**src/rtl/dma_irq_pkg.sv**
```systemverilog
package dma_irq_pkg;
  localparam int STAT_W    = 8;
  localparam int STICKY_W  = 7;
  localparam int IDX_FIFO  = 7;
  localparam int IDX_PAR   = 6;
  localparam int IDX_FAULT = 5;
  localparam int IDX_ABORT = 4;
  localparam int IDX_STEP  = 3;
  localparam int IDX_SCRIPT = 2;
  localparam logic [STAT_W-1:0] RESET_WORD = 8'h80;
  typedef logic [STICKY_W-1:0] sticky_t;
endpackage

```
**src/rtl/dma_irq_event_map.sv**
```systemverilog
module dma_irq_event_map
  import dma_irq_pkg::*;
(
  input  logic    par_enable,
  input  logic    mst_par_err,
  input  logic    tgt_par_err,
  input  logic    is_master,
  input  logic    bad_addr,
  input  logic    tgt_abort,
  input  logic    abort_ev,
  input  logic    step_ev,
  input  logic    script_ev,
  output sticky_t ev_vec
);
  always_comb begin
    ev_vec             = '0;
    ev_vec[IDX_PAR]    = par_enable & (mst_par_err | tgt_par_err);
    ev_vec[IDX_FAULT]  = is_master & (bad_addr | tgt_abort);
    ev_vec[IDX_ABORT]  = abort_ev;
    ev_vec[IDX_STEP]   = step_ev;
    ev_vec[IDX_SCRIPT] = script_ev;
  end
endmodule

```
**src/rtl/dma_irq_stack_reg.sv**
```systemverilog
module dma_irq_stack_reg #(
  parameter int W = 7
) (
  input  logic         clk,
  input  logic         rst,
  input  logic         rd_acc,
  input  logic [W-1:0] ev_vec,
  output logic [W-1:0] status_o
);
  for (genvar i = 0; i < W; i++) begin : g_bit
    logic st_q;
    logic sk_q;
    always_ff @(posedge clk) begin
      if (rst) begin
        st_q <= 1'b0;
        sk_q <= 1'b0;
      end else if (rd_acc) begin
        st_q <= 1'b0;
        sk_q <= sk_q | ev_vec[i];
      end else begin
        st_q <= st_q | sk_q | ev_vec[i];
        sk_q <= (sk_q | ev_vec[i]) & st_q;
      end
    end
    assign status_o[i] = st_q;
  end
endmodule

```
**src/rtl/dma_irq_read_guard.sv**
```systemverilog
module dma_irq_read_guard #(
  parameter int GUARD_CLKS = 12
) (
  input  logic clk,
  input  logic rst,
  input  logic rd_req,
  output logic rd_acc,
  output logic busy
);
  localparam int CW = $clog2(GUARD_CLKS + 1);
  logic [CW-1:0] cnt_q;

  assign busy   = (cnt_q != '0);
  assign rd_acc = rd_req & ~busy;

  always_ff @(posedge clk) begin
    if (rst)         cnt_q <= '0;
    else if (rd_acc) cnt_q <= CW'(GUARD_CLKS);
    else if (busy)   cnt_q <= cnt_q - 1'b1;
  end
endmodule

```
**src/rtl/dma_irq_status.sv**
```systemverilog
module dma_irq_status
  import dma_irq_pkg::*;
#(
  parameter int GUARD_CLKS = 12
) (
  input  logic                clk,
  input  logic                rst,
  input  logic                fifo_empty_i,
  input  logic                par_enable_i,
  input  logic                mst_par_err_i,
  input  logic                tgt_par_err_i,
  input  logic                is_master_i,
  input  logic                bad_addr_i,
  input  logic                tgt_abort_i,
  input  logic                abort_i,
  input  logic                single_step_i,
  input  logic                script_int_i,
  input  logic [STICKY_W-1:0] irq_enable_i,
  input  logic                rd_strobe_i,
  output logic [STAT_W-1:0]   rd_data_o,
  output logic                rd_busy_o,
  output logic                int_pend_o
);
  sticky_t ev_vec;
  sticky_t status;
  logic    rd_acc;
  logic    fifo_q;

  dma_irq_event_map u_map (
    .par_enable  (par_enable_i),
    .mst_par_err (mst_par_err_i),
    .tgt_par_err (tgt_par_err_i),
    .is_master   (is_master_i),
    .bad_addr    (bad_addr_i),
    .tgt_abort   (tgt_abort_i),
    .abort_ev    (abort_i),
    .step_ev     (single_step_i),
    .script_ev   (script_int_i),
    .ev_vec      (ev_vec)
  );

  dma_irq_read_guard #(.GUARD_CLKS(GUARD_CLKS)) u_guard (
    .clk    (clk),
    .rst    (rst),
    .rd_req (rd_strobe_i),
    .rd_acc (rd_acc),
    .busy   (rd_busy_o)
  );

  dma_irq_stack_reg #(.W(STICKY_W)) u_stack (
    .clk      (clk),
    .rst      (rst),
    .rd_acc   (rd_acc),
    .ev_vec   (ev_vec),
    .status_o (status)
  );

  always_ff @(posedge clk) begin
    if (rst) begin
      fifo_q    <= RESET_WORD[IDX_FIFO];
      rd_data_o <= RESET_WORD;
    end else begin
      fifo_q <= fifo_empty_i;
      if (rd_acc) rd_data_o <= {fifo_q, status};
    end
  end

  assign int_pend_o = |(status & irq_enable_i);
endmodule

```
**config.mk**
```make
export PLATFORM = sky130hd
export DESIGN_NAME = dma_irq_status
export DESIGN_NICKNAME = d
export VERILOG_FILES = /design/src/rtl/dma_irq_pkg.sv /design/src/rtl/dma_irq_event_map.sv /design/src/rtl/dma_irq_stack_reg.sv /design/src/rtl/dma_irq_read_guard.sv /design/src/rtl/dma_irq_status.sv
export SDC_FILE = /design/constraint.sdc
export NUM_CORES = 1
export LEC_CHECK = 0
export ABC_AREA = 1
export BUFFER_PORTS_ARGS = -buffer_cell sky130_fd_sc_hd__buf_2
export CAP_MARGIN = 20
export CORE_MARGIN = 5
export CORE_UTILIZATION = 46
export CTS_CLUSTER_DIAMETER = 120
export DETAILED_ROUTE_END_ITERATION = 8
export GPL_TIMING_DRIVEN = 0
export PLACE_DENSITY = 0.71
export SLEW_MARGIN = 20
export SYNTH_ARGS = -nofsm -noshare
export SYNTH_HDL_FRONTEND = slang
export SYNTH_SLANG_ARGS = --single-unit
export TNS_END_PERCENT = 10
```
**constraint.sdc**
```tcl
create_clock -name clk -period 1.13 [get_ports clk]
set_input_delay 0.0565 -clock clk [delete_from_list [all_inputs] [get_ports clk]]
set_output_delay 0.0565 -clock clk [all_outputs]
set_load 0.005 [all_outputs]
```
==> out/qor.txt, run 1 <==
Nets = 234
Final Hold Fails = 0
Comb pwr share = 50.9%
Leakage = 0.0007809 uW
H-tree levels = 1
R2r setup slk = -0.03 ns
Initial drt markers = 27
IO Count = 30
Post-layout min period = 1.181 ns
Die Y-Extent = 60.62 um
Setup ws final = -0.05099 ns
Seq/Total Area, Yosys = 45.86%
Final clock skew = 0.003646 ns
Post-Syn Area = 1179 um^2
Final ANT Viol Nets = 0
Post-Syn Instances = 167
Drt wl/cell = 11.72 um
Worst-Margin Slew = 0.4222 ns
WP data required = 1.07 ns
Most common cell after layout, fill and taps aside = nand2_1
Synth cell types = 21
Pre-antenna DRT Iters = 4
Number of global-route vias before repair = 1,096
CTS root buf = clkbuf_4
Warnings from Yosys = 0
Reg clk slew, reported paths = 0.15 ns
Final hold slack = 0.01949 ns
Internal Power = 2193 uW
Post-Route WL = 2836 um
Std-Cell Rows = 18
HP Start = par_enable_i
Port bufs = 28
RSZ-0062 raised after global routing = yes
Post-place setup slack = -0.1070 ns
Clock buffer depth = 2
Hold WC Path Type = input port to flop
First-pass GRT wire length = 4685 um
Register area = 545.5 um^2
Final setup viols = 6
Post-route DRC = 0
Sinks on Clock Net = 27
Reg-to-Reg End = rd_data_o[1]
Skew-Pair Late Insertion Delay = 0.34 ns
CTS tree = done
Via count = 1,146
Routability cong. = 0.8096
Pins over their slew limit = 0
Num CTS Buffers = 3
Failing checks = negative setup slack
Slew HR = 71.86%
Power Density = 2297 nW/um^2
Fill cells = 225
Crit end category = output pin
Reg power frac = 37.2%
Critical Path AT = 1.12 ns
Die width = 60.62 um
Cell count of the worst hold path = 3
Seq cells post-synth = 27
Commonest cells after routing, fill and taps aside = 36 x nand2_1, 28 x buf_2, 26 x inv_1, 23 x dfxtp_1, 17 x nor2_1
Fraction of layout cells with a size suffix above 1 = 34.91%
Maxcap violations = 0
Reg2reg path depth = 6
Max Freq = 846.7 MHz
Vias per Instance = 4.736
Antenna violations before repair = 0
Crit share post-route = 104.5%
End of the worst hold path = u_stack.g_bit[6].st_q
Startpoint type of the worst setup path = flop
Inst Count DP = 225
Synth-to-layout area growth = 34.50%
Gr usage total = 17.12%
N_diodes = 0
Multi-input gate area = 533.0 um^2
Post-detail-place hpwl = 1942 um
Crit Path Max Fanout = 5
Die area = 3675 um^2
Critical setup path kind = flop to output pin
Reg-to-reg startpoint = u_guard.cnt_q[1]
Sw frac = 39.79%
Starting Density = 48.01%
Max IR drop VDD = 1568 uV
Largest net degree at the start of global routing = 16
Placed cell area = 1366 um^2
Core area = 2455 um^2
Clock power frac = 12.0%
Psw = 1449 uW
Filler-free cell count of the finished design = 242
Run status = finished with violations
Final Cell Area = 1585 um^2
Syn_area_per_cell = 7.058 um^2
Overflow after GRT = 0
Post-Syn Nets = 188
[per-layer routing]
layer | track usage (%) | routed length, um
met4 | 7.740 | 42
met1 | 21.67 | 1211
met5 | 0 | 0
met3 | 2.340 | 200
met2 | 28.85 | 1381
[kinds of logic (layout without fill, tap and decap cells)]
kind of cell	after synthesis	in the layout	synth area share, %
AND/OR/NAND/NOR	84	84	32.59
buffers and inverters	39	84	13.69
flip-flops	27	27	45.86
AO/OA/AOI/OAI	16	16	6.793
adder cells (fa/ha/maj)	1	1	1.061
[synthesized netlist by cell type]
library cell,n,share of area (%)
nor2_4,1,0.96
nand3_4,1,1.5
buf_2,3,1.3
buf_4,1,0.64
nand2_1,42,13
o21ai_0,5,2.1
clkbuf_1,1,0.32
nor2_2,3,1.6
clkinv_1,1,0.32
inv_2,1,0.32
a21oi_1,11,4.7
nor2_1,17,5.4
nand3_1,5,2.1
buf_6,1,0.96
dfxtp_1,27,46
nand2_2,2,1.1
inv_1,31,9.9
ha_1,1,1.1
or2_2,1,0.53
nand4_1,9,4.8
nor3_1,3,1.3
[power groups by stage]
stage	Combinational (uW)	Clock (uW)	Sequential [uW]
2_1_floorplan	1000	0	1360
3_3_place_gp	1340	0	1350
3_5_place_dp	1390	0	1370
4_1_cts	1710	442	1350
5_1_grt	2070	478	1380
6_report	1850	435	1350
[repair_timing]
item                                    CTS  global route
setup buffers                             5             2
endpoints found under the setup margin   27            28
gates resized for setup                  11            15
hold buffers                              6             0
pin swaps                                 2             5
gates cloned                              1             0
endpoints found under the hold margin     7             0
[how the worst max path moves through the flow]
stage                           from                    end  slack, ns  cells after the start
3_3_place_gp        u_guard.cnt_q[1]  u_stack.g_bit[6].sk_q      -0.08                      8
4_1_cts             u_guard.cnt_q[0]              rd_busy_o       -0.1                      5
2_1_floorplan       u_guard.cnt_q[1]  u_stack.g_bit[5].sk_q       0.01                      8
3_5_place_dp        u_guard.cnt_q[1]  u_stack.g_bit[6].sk_q      -0.11                      8
5_1_grt        u_stack.g_bit[3].st_q             int_pend_o      -0.15                      5
6_report            u_guard.cnt_q[1]              rd_busy_o      -0.05                      4
[critical path: stages (launching register included)]
cell and delay (ns):
dfxtp_2 0.36, inv_2 0.07, ha_4 0.18, nand2_4 0.06, buf_6 0.11
[metrics by stage]
step | util (%) | power, uW | TNS [ns]
after floorplan | - | 2366 | 0
after global placement | 55.66 | 2694 | -0.9790
after detailed placement | 55.66 | 2756 | -1.519
after CTS | 63.05 | 3498 | -0.5487
after global routing | 64.58 | 3931 | -0.8436
final | 64.58 | 3642 | -0.1445
[flip-flops by register name (all words and copies together), names as in the netlist]
| name | count |
|---|---|
| u_guard.cnt_q | 4 |
| u_stack.g_bit.st_q | 7 |
| rd_data_o | 8 |
| fifo_q | 1 |
| u_stack.g_bit.sk_q | 7 |
[layout make-up]
| type | instances | area share (%) |
|---|---|---|
| inverter | 33 | 7.814 |
| sequential | 27 | 34.41 |
| clock buffer | 3 | 1.421 |
| timing repair buffer | 42 | 17.84 |
| buffer | 5 | 2.210 |
| tap | 30 | 2.368 |
| multi-input combinational | 101 | 33.62 |
| clock inverter | 1 | 0.3157 |
(Power assumes the default switching activity.)
==> inputs of run 2 (changes only) <==
--- a/config.mk
+++ b/config.mk
@@ -8,7 +8,6 @@
 export ABC_AREA = 1
 export BUFFER_PORTS_ARGS = -buffer_cell sky130_fd_sc_hd__buf_2
 export CAP_MARGIN = 20
-export CORE_MARGIN = 5
 export CORE_UTILIZATION = 46
 export CTS_CLUSTER_DIAMETER = 120
 export DETAILED_ROUTE_END_ITERATION = 8
==> out/qor.txt, run 2 (synthesized netlist as in run 1, its figures left out) <==
Max IR drop VDD = 1191 uV
Starting Density = 50.84%
Num CTS Buffers = 3
Post-route DRC = 0
Skew-Pair Late Insertion Delay = 0.31 ns
Nets = 232
Critical Path Sink = u_guard.cnt_q[2]
Worst Setup SP = u_guard.cnt_q[0]
IO Count = 30
Post-detail-place hpwl = 1805 um
Hold WC Path Type = input port to flop
Antenna violations before repair = 0
Fraction of layout cells with a size suffix above 1 = 35.71%
Initial drt markers = 18
Final Hold Fails = 0
RSZ-0062 raised after global routing = yes
Reg-to-reg startpoint = u_guard.cnt_q[0]
Die Y-Extent = 52.62 um
Total chip power = 3575 uW
Number of global-route vias before repair = 1,035
Worst-Margin Slew = 0.4324 ns
Std-Cell Rows = 17
Maxcap violations = 0
Post-layout min period = 1.173 ns
Crit Path Max Fanout = 5
Commonest cells after routing, fill and taps aside = 37 x nand2_1, 28 x buf_2, 26 x inv_1, 21 x dfxtp_1, 16 x nor2_1
Post-Route WL = 2735 um
Die width = 52.62 um
Power Density = 2284 nW/um^2
Startpoint type of the worst setup path = flop
Leakage = 0.0007680 uW
CTS tree = done
Top Registers = rd_data_o (8), u_stack.g_bit.sk_q (7), u_stack.g_bit.st_q (7)
Final clock skew = 0.001918 ns
Critical Path AT = 1.43 ns
Port bufs = 28
First-pass GRT wire length = 4271 um
Reg2reg path depth = 8
Vias per Instance = 4.828
Die area = 2769 um^2
Final setup viols = 6
Post-place setup slack = -0.1236 ns
N_diodes = 0
WP data required = 1.39 ns
Routability cong. = 0.7635
R2r setup slk = -0.04 ns
Final ANT Viol Nets = 0
Pre-antenna DRT Iters = 4
Run status = finished with violations
Crit end category = flop
Drt wl/cell = 11.49 um
Failing checks = negative setup slack
Via count = 1,149
Reg clk slew, reported paths = 0.13 ns
Sinks on Clock Net = 27
Clock buffer depth = 2
Overflow after GRT = 0
CTS root buf = clkbuf_4
Crit share post-route = 103.8%
H-tree levels = 1
Largest net degree at the start of global routing = 15
Max Freq = 852.7 MHz
Largest register FFs = 8
Reg with most FFs = rd_data_o
Reg-to-Reg End = u_guard.cnt_q[2]
Core area = 2318 um^2
Gr usage total = 21.45%
Synth-to-layout area growth = 32.80%
Slew HR = 71.18%
Setup ws final = -0.04281 ns
Final Util = 67.51%
Pins over their slew limit = 0
Critical setup path kind = flop to flop
Most common cell after layout, fill and taps aside = nand2_1
==> run 2: worst min path at each step <==
stage | startpoint | to | slack [ns] | cells past startpoint
floorplan | rst | u_guard.cnt_q[2] | 0.13 | 1
global placement | rst | u_guard.cnt_q[2] | 0.24 | 2
detailed placement | rst | u_guard.cnt_q[2] | 0.25 | 2
CTS | par_enable_i | u_stack.g_bit[6].st_q | 0.005 | 3
global route | is_master_i | u_stack.g_bit[5].st_q | 0.05 | 3
finish | is_master_i | u_stack.g_bit[5].st_q | 0.06 | 3
==> run 2: power by group <==
group	leakage [uW]	internal [uW]	switching [uW]
Combinational	0.000529	820	1010
Clock	0.0000150	138	262
Sequential	0.000224	1210	144
==> run 2: metal layers <==
layer,part of all wire (%),routed length [um],GRT usage [%],vias to the layer above
li1,-,-,-,598
met1,43,1173,25.27,506
met2,50,1375,36.50,35
met3,3.8,104,2.899,10
met4,3.0,81,12.72,0
met5,0,0,0,-
==> run 2: cell type report <==
cell class              instances  area, um^2
repair buffers                 40       252.7
flip-flops and latches         27       548.0
inverters                      33       123.9
plain buffers                   5       42.54
multi-input cells             101       536.8
fillers                       213       753.2
clock buffers                   4       26.28
well taps                      28       35.03
==> run 2: worst max-delay path, cell delays in order (launching register included) <==
cell	delay (ns)
dfxtp_2	0.36
inv_2	0.05
ha_4	0.18
buf_4	0.14
inv_1	0.05
nand2_1	0.05
nand2_1	0.07
nand2_2	0.07
a21oi_2	0.14
==> run 2: per-stage QoR <==
step | std cells | area (um^2) | TNS [ns] | hold slack, ns
final | 238 | 1565 | -0.1293 | 0.05962
after CTS | 236 | 1505 | -0.7937 | 0.004542
after detailed placement | 223 | 1364 | -1.799 | 0.2479
after floorplan | 167 | 1189 | 0 | 0.1256
after global routing | 238 | 1565 | -0.9306 | 0.04981
after global placement | 223 | 1364 | -1.100 | 0.2439
==> run 2: timing repair <==
action | in CTS | in global routing
resized for setup | 9 | 21
setup endpoints to repair | 27 | 28
pin swaps | 1 | 9
hold endpoints to repair | 5 | 0
buffers inserted | 4 | 3
hold buffers | 5 | 0
==> inputs of run 3 (changes only) <==
--- a/config.mk
+++ b/config.mk
@@ -9,7 +9,7 @@
 export BUFFER_PORTS_ARGS = -buffer_cell sky130_fd_sc_hd__buf_2
 export CAP_MARGIN = 20
 export CORE_UTILIZATION = 46
-export CTS_CLUSTER_DIAMETER = 120
+export CTS_CLUSTER_DIAMETER = 80
 export DETAILED_ROUTE_END_ITERATION = 8
 export GPL_TIMING_DRIVEN = 0
 export PLACE_DENSITY = 0.71
==> constraint.sdc (replaced) <==
create_clock -name clk -period 1.13 [get_ports clk]
set_input_delay 0.0565 -clock clk [delete_from_list [all_inputs] [get_ports clk]]
set_output_delay 0.0565 -clock clk [all_outputs]
set_load 0.05 [all_outputs]
==> out/qor.txt, run 3 (synthesized netlist as in run 1, its figures left out) <==
Final hold slack = 0.01755 ns
Leakage = 0.0007766 uW
Pins over their slew limit = 0
Starting Density = 50.84%
CTS tree = done
Post-Route WL = 2569 um
Initial drt markers = 12
Max IR drop VDD = 1856 uV
Fraction of layout cells with a size suffix above 1 = 31.43%
Largest register FFs = 8
Setup TNS = -0.2263 ns
Max Freq = 825.0 MHz
Fill cells = 202
H-tree levels = 1
Die area = 2769 um^2
Crit share post-route = 107.3%
Most common cell after layout, fill and taps aside = nand2_1
Final clock skew = 0.005620 ns
Largest net degree at the start of global routing = 16
Critical Path Most Common Cell = nand2_1
Reg with most FFs = rd_data_o
Startpoint type of the worst setup path = flop
Maxcap violations = 0
Routability cong. = 0.8220
Hold WC Path Type = input port to flop
N_diodes = 0
Reg-to-reg startpoint = u_guard.cnt_q[0]
Crit-path leading delay family = flip-flops
Top Registers = rd_data_o (8), u_stack.g_bit.sk_q (7), u_stack.g_bit.st_q (7)
Overflow after GRT = 0
Filler-free cell count of the finished design = 238
Slowest cell on crit path = dfxtp_2
Core area = 2318 um^2
Critical setup path kind = flop to output pin
IO Count = 30
Std-Cell Rows = 17
Post-place setup slack = -0.1204 ns
Pre-antenna DRT Iters = 4
Final Hold Fails = 0
Inst Count DP = 223
Die Y-Extent = 52.62 um
Gr usage total = 20.87%
Final setup viols = 6
WP data required = 1.07 ns
R2r setup slk = -0.03 ns
Setup ws final = -0.08211 ns
Nets = 232
End of the worst hold path = u_stack.g_bit[5].st_q
Vias per Instance = 4.744
Synth-to-layout area growth = 31.74%
Total chip power = 4067 uW
Failing checks = negative setup slack
Commonest cells after routing, fill and taps aside = 38 x nand2_1, 29 x inv_1, 27 x buf_2, 21 x dfxtp_1, 17 x nor2_1
First-pass GRT wire length = 4167 um
Reg-to-Reg End = rd_data_o[7]
Reg clk slew, reported paths = 0.14 ns
Post-detail-place hpwl = 1879 um
Skew-Pair Late Insertion Delay = 0.32 ns
Sinks on Clock Net = 27
Antenna violations before repair = 0
Port bufs = 28
Slew HR = 69.92%
Power Density = 2619 nW/um^2
Run status = finished with violations
Reg2reg path depth = 6
Num CTS Buffers = 3
Final ANT Viol Nets = 0
WP buf/inv = 1
Worst-Margin Slew = 0.4512 ns
Die width = 52.62 um
Crit path cell chain = nand2_1 -> nand2_1 -> nor2_1 -> nand4_1 -> buf_6
Drt wl/cell = 10.79 um
Crit-path max cell delay = 0.36 ns
Post-route DRC = 0
RSZ-0062 raised after global routing = yes
Post-layout min period = 1.212 ns
Number of global-route vias before repair = 1,031
Critical Path AT = 1.16 ns
CTS root buf = clkbuf_4
Via count = 1,129
Clock buffer depth = 2
Crit end category = output pin
Worst Setup SP = u_stack.g_bit[5].st_q
HP Start = is_master_i
Cell count of the worst hold path = 3
Crit Path Max Fanout = 3
-- run 3: cell types whose count changed in the layout (fill, tap and decap cells not counted) --
cell,previous run,this run
buf_4,7,6
a21oi_2,6,1
nor2_2,4,3
nor2_1,16,17
clkinv_2,0,1
inv_2,6,3
nand2_1,37,38
inv_1,26,29
nand2_2,5,4
clkbuf_1,2,1
buf_6,3,5
buf_2,28,27
a21oi_1,5,10
-- run 3: through the flow --
stage                     area (um^2)  utilization [%]
after floorplan                  1196                -
after global placement           1371            59.15
after detailed placement         1371            59.15
after CTS                        1533            66.11
after global routing             1553            66.97
final                            1553            66.97
-- run 3: layout make-up --
type                       instances  area, um^2  share of cell area (%)
buffer                             5       42.54                   2.740
tap                               28       35.03                   2.256
clock buffer                       3       22.52                   1.450
inverter                          33       123.9                   7.977
timing repair buffer              40       262.8                   16.92
sequential                        27       548.0                   35.29
multi-input combinational        101       513.0                   33.04
clock inverter                     1       5.005                  0.3223
-- run 3: worst register-to-register path, delay by kind of cell, from the launching register on --
family / cells / cell delay (ns)
buffers and inverters: 2 / 0.26
adders and majority gates: 1 / 0.18
and+or+nand+nor: 3 / 0.25
DFF: 1 / 0.35
-- run 3: how the worst max path moves through the flow --
stage | endpoint | slack (ns) | depth (start not counted)
finish | int_pend_o | -0.08 | 5
global route | int_pend_o | -0.20 | 5
floorplan | rd_data_o[7] | -0.01 | 7
CTS | rd_busy_o | -0.15 | 5
global placement | u_stack.g_bit[6].sk_q | -0.09 | 8
detailed placement | u_stack.g_bit[6].sk_q | -0.12 | 8
-- run 3: layer usage --
| metal | GRT usage, % | share of wire, % | up-vias |
|---|---|---|---|
| li1 | - | - | 594 |
| met1 | 22.85 | 45 | 504 |
| met2 | 38.19 | 50 | 29 |
| met3 | 7.536 | 5.2 | 2 |
| met4 | 3.947 | 0.39 | 0 |
| met5 | 0 | 0 | - |
-- run 3: repair_timing --
item | 4_1_cts | 5_1_grt
endpoints found under the setup margin | 27 | 28
hold buffers | 5 | 0
setup buffers | 6 | 1
hold endpoints to repair | 5 | 0
pin swaps | 1 | 1
gates resized for setup | 13 | 9
-- run 3: report_power, final --
| group | switching, uW | internal (uW) | leakage, uW | total [uW] |
|---|---|---|---|---|
| clock | 283 | 133 | 0.0000177 | 416 |
| sequential | 142 | 1210 | 0.000224 | 1350 |
| combinational | 1430 | 872 | 0.000535 | 2300 |
